### src/rtl/mp_reseed_tpg.sv
module mp_reseed_tpg #(
  parameter int S = 16,
  parameter int SCAN_LEN = 24,
  parameter int CW = 16,
  parameter logic [S-1:0] RESET_SEED = 1
) (
  input  logic          clk,
  input  logic          rst_n,
  input  logic          start,
  input  logic [CW-1:0] pr_patterns,
  input  logic [CW-1:0] seed_total,
  output logic          seed_rd,
  output logic [CW-1:0] seed_addr,
  input  logic [S:0]    seed_data,
  output logic          scan_out,
  output logic          scan_en,
  output logic          done,
  output logic          poly_err
);
  localparam int BW = $clog2(SCAN_LEN + 1);
  localparam logic [3:0] TOP_POLY = 4'd15;

  typedef enum logic [2:0] {IDLE, PR_SHIFT, REQ, LOAD, DET_SHIFT, FIN} st_t;

  function automatic logic [S-1:0] tap_mask(input logic [3:0] k);
    logic [S-1:0] m;
    m = '0;
    m[S-1] = 1'b1;
    m[4:1] = k;
    m[0] = 1'b1;
    return m;
  endfunction

  st_t st;
  logic [S-1:0] lfsr;
  logic [3:0] poly_idx;
  logic [BW-1:0] bit_cnt;
  logic [CW-1:0] pat_cnt, seed_idx;

  wire last_bit = bit_cnt == BW'(SCAN_LEN - 1);
  wire fb = ^(lfsr & tap_mask(poly_idx));
  wire [S-1:0] shifted = {lfsr[S-2:0], fb};
  wire idle_like = (st == IDLE) || (st == FIN);

  assign scan_out  = lfsr[S-1];
  assign scan_en   = (st == PR_SHIFT) || (st == DET_SHIFT);
  assign seed_rd   = st == REQ;
  assign seed_addr = seed_idx;
  assign done      = st == FIN;

  always_ff @(posedge clk or negedge rst_n) begin
    if (!rst_n) begin
      st       <= IDLE;
      lfsr     <= RESET_SEED;
      poly_idx <= '0;
      bit_cnt  <= '0;
      pat_cnt  <= '0;
      seed_idx <= '0;
      poly_err <= 1'b0;
    end else if (start && idle_like) begin
      lfsr     <= RESET_SEED;
      poly_idx <= '0;
      poly_err <= 1'b0;
      bit_cnt  <= '0;
      pat_cnt  <= '0;
      seed_idx <= '0;
      if (pr_patterns != '0)     st <= PR_SHIFT;
      else if (seed_total != '0) st <= REQ;
      else                       st <= FIN;
    end else begin
      case (st)
        PR_SHIFT: begin
          lfsr    <= shifted;
          bit_cnt <= last_bit ? '0 : bit_cnt + BW'(1);
          if (last_bit) begin
            pat_cnt <= pat_cnt + CW'(1);
            if (pat_cnt + CW'(1) == pr_patterns)
              st <= (seed_total != '0) ? REQ : FIN;
          end
        end
        REQ: st <= LOAD;
        LOAD: begin
          lfsr <= seed_data[S-1:0];
          if (seed_data[S]) begin
            if (poly_idx == TOP_POLY) poly_err <= 1'b1;
            else                      poly_idx <= poly_idx + 4'd1;
          end
          st <= DET_SHIFT;
        end
        DET_SHIFT: begin
          lfsr    <= shifted;
          bit_cnt <= last_bit ? '0 : bit_cnt + BW'(1);
          if (last_bit) begin
            seed_idx <= seed_idx + CW'(1);
            st <= (seed_idx + CW'(1) == seed_total) ? FIN : REQ;
          end
        end
        default: st <= st;
      endcase
    end
  end
endmodule

### config.mk
export PLATFORM = sky130hd
export DESIGN_NAME = mp_reseed_tpg
export DESIGN_NICKNAME = d
export VERILOG_FILES = /design/src/rtl/mp_reseed_tpg.sv
export SDC_FILE = /design/constraint.sdc
export NUM_CORES = 1
export LEC_CHECK = 0
export BUFFER_PORTS_ARGS = -buffer_cell sky130_fd_sc_hd__buf_2
export CAP_MARGIN = 20
export CORE_MARGIN = 4
export CORE_UTILIZATION = 52
export CTS_CLUSTER_SIZE = 24
export DETAILED_ROUTE_END_ITERATION = 8
export MAX_ROUTING_LAYER = met4
export PLACE_DENSITY = 0.78
export SYNTH_ARGS = -nofsm -noshare
export SYNTH_HDL_FRONTEND = slang
export SYNTH_SLANG_ARGS = --single-unit
### constraint.sdc
create_clock -name clk -period 2.41 [get_ports clk]
set_clock_uncertainty 0.2 [all_clocks]
set_input_delay 0.3615 -clock clk [delete_from_list [all_inputs] [get_ports clk]]
set_output_delay 0.3615 -clock clk [all_outputs]
set_load 0.005 [all_outputs]
==> results of run 1 <==
==> registers in the layout (all words and copies together), names as in the netlist <==
| name | count |
|---|---|
| seed_addr | 16 |
| st | 3 |
| pat_cnt | 16 |
| bit_cnt | 5 |
| poly_idx | 4 |
| lfsr | 16 |
| poly_err | 1 |
==> cell families (layout without fill, tap and decap cells) <==
| kind of cell | count (synthesis) | count (layout) | synth area share [%] |
|---|---|---|---|
| flip-flops | 61 | 61 | 34.99 |
| AND/OR/NAND/NOR | 229 | 229 | 28.28 |
| XOR/XNOR | 45 | 45 | 9.656 |
| multiplexers | 5 | 5 | 1.203 |
| other | 0 | 1 | 0 |
| AO/OA/AOI/OAI | 138 | 138 | 20.49 |
| buffers and inverters | 46 | 187 | 4.241 |
| adder cells (fa/ha/maj) | 4 | 4 | 1.146 |
==> worst max-delay path, cell delays in order (launching register included) <==
cell and delay [ns]:
dfrtp_2 0.46, ha_4 0.24, xor2_2 0.14, a211oi_2 0.16
o2111a_1 0.20, nand4_1 0.16, nor4_4 0.36, a31o_4 0.21
mux2_4 0.29
==> power breakdown <==
part	switching, mW	leakage (nW)	total (mW)	internal (mW)
Sequential	0.376	0.749	1.81	1.43
Clock	0.435	0.0970	0.843	0.408
Combinational	1.62	1.65	3.13	1.51
==> worst min-delay path by stage <==
stage,cells past startpoint,to,slack (ns)
3_3_place_gp,1,seed_addr[1]$_DFFE_PN0P_,0.12
3_5_place_dp,1,seed_addr[1]$_DFFE_PN0P_,0.13
4_1_cts,3,lfsr[3]$_DFFE_PN0P_,0.05
5_1_grt,3,lfsr[5]$_DFFE_PN0P_,0.07
2_1_floorplan,0,bit_cnt[0]$_DFFE_PN0P_,-0.13
6_report,3,lfsr[3]$_DFFE_PN0P_,0.07
==> cells in the final DEF (no fill, tap or decap), types with 4 or more instances in the layout <==
master and n:
a21oi_1 16, a311oi_1 16, a31oi_1 4, and2_1 7, and3_1 5, buf_2 72, buf_4 85, clkbuf_8 10
dfrtp_1 54, dfrtp_2 6, inv_1 8, nand2_1 65, nand2b_1 8, nand3_1 15, nand4_1 11, nor2_1 53
nor2b_1 9, nor3_1 4, nor3b_1 7, nor4_1 9, nor4_4 5, o21ai_0 57, o31ai_1 10, o41ai_1 5
or3_1 4, xnor2_1 25, xor2_1 16
==> what timing repair did <==
item,CTS,global route
endpoints found under the setup margin,3,7
resized for setup,9,22
endpoints found under the hold margin,16,0
hold buffers,1,0
setup buffers,5,2
pin swaps,10,19
==> metrics by stage <==
stage | utilization (%) | area [sq um] | power, mW
after floorplan | - | 4405 | 3.565
after global placement | 66.28 | 5419 | 4.597
after detailed placement | 66.28 | 5419 | 4.731
after CTS | 69.54 | 5685 | 5.694
after global routing | 70.74 | 5783 | 6.226
final | 70.77 | 5786 | 5.780
==> routing by layer <==
layer | share of wire [%] | GRT usage, %
met5 | 0 | -
met4 | 2.3 | 9.664
met3 | 6.4 | 4.979
met2 | 49 | 44.37
met1 | 42 | 34.50
==> final cells by class <==
cell class / count / area (sq um)
clock inverters: 6 / 45.04
flip-flops and latches: 61 / 1535
multi-input cells: 421 / 2813
inverters: 8 / 30.03
well taps: 105 / 131.4
diodes: 1 / 2.502
fillers: 649 / 2390
repair buffers: 163 / 1091
clock buffers: 10 / 137.6
==> out/qor.txt, run 1 <==
Top post-synthesis cells by area: dfrtp_1 (34%), o21ai_0 (6.9%), nand2_1 (5.7%)
Setup TNS Final: -0.2567 ns
Peak VDD IR: 0.0005251 V
Setup crit end kind: flop
Max cap viols: 0
Largest net degree at the start of global routing: 46
Relative slew slack: 62.23%
Final Cycle Share: 105.4%
# setup viols final: 2
Post-synth top area cell: dfrtp_1
Site Rows: 33
Post-synth cell types: 62
Vias in the first global route: 4462
Setup WS pre-CTS: -0.2168 ns
Core area: 8175 sq um
Reg2Reg Launch Point: pat_cnt[0]$_DFFE_PN0P_
Port bufs: 72
Final-report max-slew violation count: 0
Die height: 99.64 um
Clock latency at the later pin of the worst-skew pair: 0.35 ns
Initial DRT Pass Iterations: 5
Fmax: 393.7 MHz
Worst R2R Setup Slack: -0.13 ns
Outcome: finished, violations left
Initial DRC Count: 257
Post-synth EDFFs: 0
CTS Buf Count: 9
Layout cells sized above 1: 32.74%
Clk root buf: clkbuf_8
Minimum clock period: 2.540 ns
Clock transition at path regs: 0.08 ns
Worst hold margin: 0.06641 ns
RePlAce Congestion: 0.9339
Worst setup endpoint: st[1]$_DFFE_PN0P_
Hold Vio Cnt, Final: 0
CTS H-tree depth: 3
FF-to-FF path depth: 8
DR DRC count: 0
Number of nets with antenna violations after routing: 0
Net count after synthesis: 584
Yosys warnings: 0
Top cells by count, synth: nand2_1 (66), dfrtp_1 (60), o21ai_0 (60)
Drt wl/cell: 16.36 um
Crit path DAT: 2.56 ns
Post-synth top flop: dfrtp_1
WS Path Type: reg -> reg
DIE WIDTH: 99.64 um
Final wirelength: 12.68 mm
Clock buffer depth: 2
Worst min path class: in -> reg
First-pass GRT wire length: 21.37 mm
Io pins: 73
Worst Path Required: 2.43 ns
Most frequent cell after synthesis: nand2_1
Grt total ovfl: 0
GRT Total Usage: 27.40%
CTS tree: yes
HPWL after DPL: 9.346 mm
Post-route insts no fill: 775
Sequential share of the synthesized area: 34.99%
Via count: 4633
Initial antenna violation count: 0
Area grow syn2layout: 32.49%
Pwr per Cell Area: 999.1 nW/um^2
Post-synth top area share: 34.38%
Die area: 9927 sq um
Reg2reg end: st[1]$_DFFE_PN0P_
Final WS setup: -0.1298 ns
FFs w/ async S/R, synth: 100.0%
Syn Inst Count: 528
P_leak: 2.495 nW
Starting Density: 53.41%
CP startpoint kind: flop
Final #Nets: 720
Yosys reg bits: 61
Worst-Margin Slew: 0.5652 ns
Failing checks: setup timing
HP Start: seed_data[3]
Avg Cell Area, Syn: 8.270 sq um
RSZ-0062 raised after global routing: true
Crit path from: pat_cnt[0]$_DFFE_PN0P_
Cell area after synthesis: 4367 sq um
Placed cells: 752
Vias/cell: 5.978
Worst-path fanout max: 3
Sink Count: 61
Note: power is estimated with default switching activity, not from simulation.
==> run 2: changes to the inputs <==
Settings changed: ABC_CLOCK_PERIOD_IN_PS set to 2300.
Clock period 2.41 ns to 2.3 ns, I/O delays scaled along.
==> run 2 against run 1 <==
Effect of this change:
- the run still ends with setup timing left
- final cell count grew 2.5%
- critical path depth is the same
- hold slack lost 0.023 ns
- register-to-register slack lost 0.19 ns
- non-clock buffer count grew 19
- first-iteration DRC count grew 16%
- clock-buffer cell count shrank 1
- design area grew 2.3%
- sequential share of layout area shrank 0.64 points
- total power grew 7.0%
- fmax shrank 3.2%
- critical path type unchanged
- critical endpoint unchanged
- largest power group unchanged
==> out/qor.txt, run 2 (same netlist as run 1, synthesis figures left out) <==
Outcome: finished, violations left
Failing checks: setup timing
Hold Vio Cnt, Final: 0
Drt wl/cell: 16.51 um
Initial antenna violation count: 1
Tot Pwr: 6.186 mW
Number of nets with antenna violations after routing: 0
Crit path DAT: 2.66 ns
DIE WIDTH: 99.64 um
DP Area: 5534 sq um
Placed cells: 769
Starting Density: 53.41%
Clock latency at the later pin of the worst-skew pair: 0.35 ns
Clock transition at path regs: 0.08 ns
CP startpoint kind: flop
Worst min path class: in -> reg
Initial DRT Pass Iterations: 5
Core area: 8175 sq um
Largest net degree at the start of global routing: 62
Post-route insts no fill: 794
Pwr per Cell Area: 1045 nW/um^2
Relative slew slack: 61.16%
Worst Path Required: 2.34 ns
HP Start: seed_data[2]
Final-report max-slew violation count: 0
Final WS setup: -0.3230 ns
Worst-path fanout max: 3
Commonest non-fill, non-tap cells in the layout: buf_4 (104), buf_2 (72), nand2_1 (65), dfrtp_1 (56), o21ai_0 (55)
First-pass GRT wire length: 21.40 mm
WS Path Type: reg -> reg
Via count: 4699
Reg2reg end: st[1]$_DFFE_PN0P_
Peak VDD IR: 0.0005667 V
Crit path from: pat_cnt[0]$_DFFE_PN0P_
GRT Total Usage: 27.39%
Die height: 99.64 um
Final wirelength: 13.11 mm
Minimum clock period: 2.623 ns
Site Rows: 33
Delay-heaviest family, CP: compound AO/OA/AOI/OAI gates
Final Cycle Share: 114.0%
Worst-Margin Slew: 0.5811 ns
Most common cell after layout, fill and taps aside: buf_4
Worst hold margin: 0.04304 ns
CTS H-tree depth: 3
Cell Chain, Critical Path: ha_4 > xor2_1 > a211oi_2 > o2111a_1 > nand4_1 > nor4_4 > a31o_2 > mux2_4
CTS Buf Count: 9
Reg2Reg Launch Point: pat_cnt[0]$_DFFE_PN0P_
Setup crit end kind: flop
Layout cells sized above 1: 34.45%
Port bufs: 72
Fin area: 5918 sq um
Die area: 9927 sq um
Max cap viols: 0
Grt total ovfl: 0
Area grow syn2layout: 35.53%
P_leak: 2.601 nW
Clock buffer depth: 2
Sink Count: 61
HPWL after DPL: 9.487 mm
# setup viols final: 3
Worst R2R Setup Slack: -0.32 ns
Fin util: 72.39%
Buf/Inv on CP: 0
Vias/cell: 5.918
Final #Nets: 739
Fmax: 381.3 MHz
Crit path depth: 8
Fillers: 634
Vias in the first global route: 4515
Clk root buf: clkbuf_8
RePlAce Congestion: 0.9550
Initial DRC Count: 299
CP peak stage delay: 0.44 ns
DR DRC count: 0
FF-to-FF path depth: 8
Worst setup endpoint: st[1]$_DFFE_PN0P_
CTS tree: yes
RSZ-0062 raised after global routing: true
Io pins: 73
Critical Path Slowest Stage Cell: dfrtp_2
run 2: cell types whose count changed in the layout (fill, tap and decap cells not counted), sizes merged:
cell,previous run,this run
buf,162,181
bufinv,0,1
clkbuf,10,9
clkinv,4,5
inv,10,9
run 2: layout make-up:
class / instances / area (sq um) / area share [%]
multi-input combinational: 421 / 2798 / 47.27
sequential: 61 / 1533 / 25.90
timing repair buffer: 182 / 1225 / 20.70
tap: 105 / 131.4 / 2.220
clock buffer: 9 / 123.9 / 2.093
clock inverter: 7 / 75.07 / 1.268
inverter: 8 / 30.03 / 0.5074
antenna: 1 / 2.502 / 0.04228
run 2: worst min-delay path by stage:
stage / to / slack [ns] / depth (start not counted)
floorplan: bit_cnt[0]$_DFFE_PN0P_ / -0.15 / 0
global placement: seed_addr[2]$_DFFE_PN0P_ / 0.18 / 2
detailed placement: seed_addr[2]$_DFFE_PN0P_ / 0.18 / 2
CTS: lfsr[2]$_DFFE_PN0P_ / 0.04 / 3
global route: lfsr[9]$_DFFE_PN0P_ / 0.04 / 3
finish: lfsr[2]$_DFFE_PN0P_ / 0.04 / 3
run 2: stage by stage:
stage | setup TNS (ns) | setup WS (ns)
finish | -0.7797 | -0.3230
global route | -1.138 | -0.4125
CTS | -0.6162 | -0.2828
floorplan | -0.2552 | -0.1276
detailed placement | -1.044 | -0.4308
global placement | -0.6897 | -0.2658
run 2: timing repair:
action	4_1_cts	5_1_grt
buffers inserted	3	5
endpoints found under the hold margin	60	0
pin swaps	4	16
hold buffers	1	0
resized for setup	11	21
endpoints found under the setup margin	7	18
run 2: tightest hold or removal path: cells and delay by family:
family	cells	cell delay, ns
buf+inv	1	0.09
simple gates	1	0.05
compound gates	1	0.07
run 2: per-layer routing:
metal,vias up,share of wire [%],track usage (%)
met2,186,50,45.14
met1,2259,41,34.47
met3,30,7.4,4.979
met4,0,1.9,8.088
li1,2224,-,-
met5,-,0,-
run 2: report_power, final:
group | leakage, nW | switching (mW) | internal, mW | total (mW)
combinational | 1.75 | 1.73 | 1.59 | 3.32
clock | 0.104 | 0.478 | 0.505 | 0.984
sequential | 0.751 | 0.379 | 1.50 | 1.88
total | 2.60 | 2.59 | 3.59 | 6.19
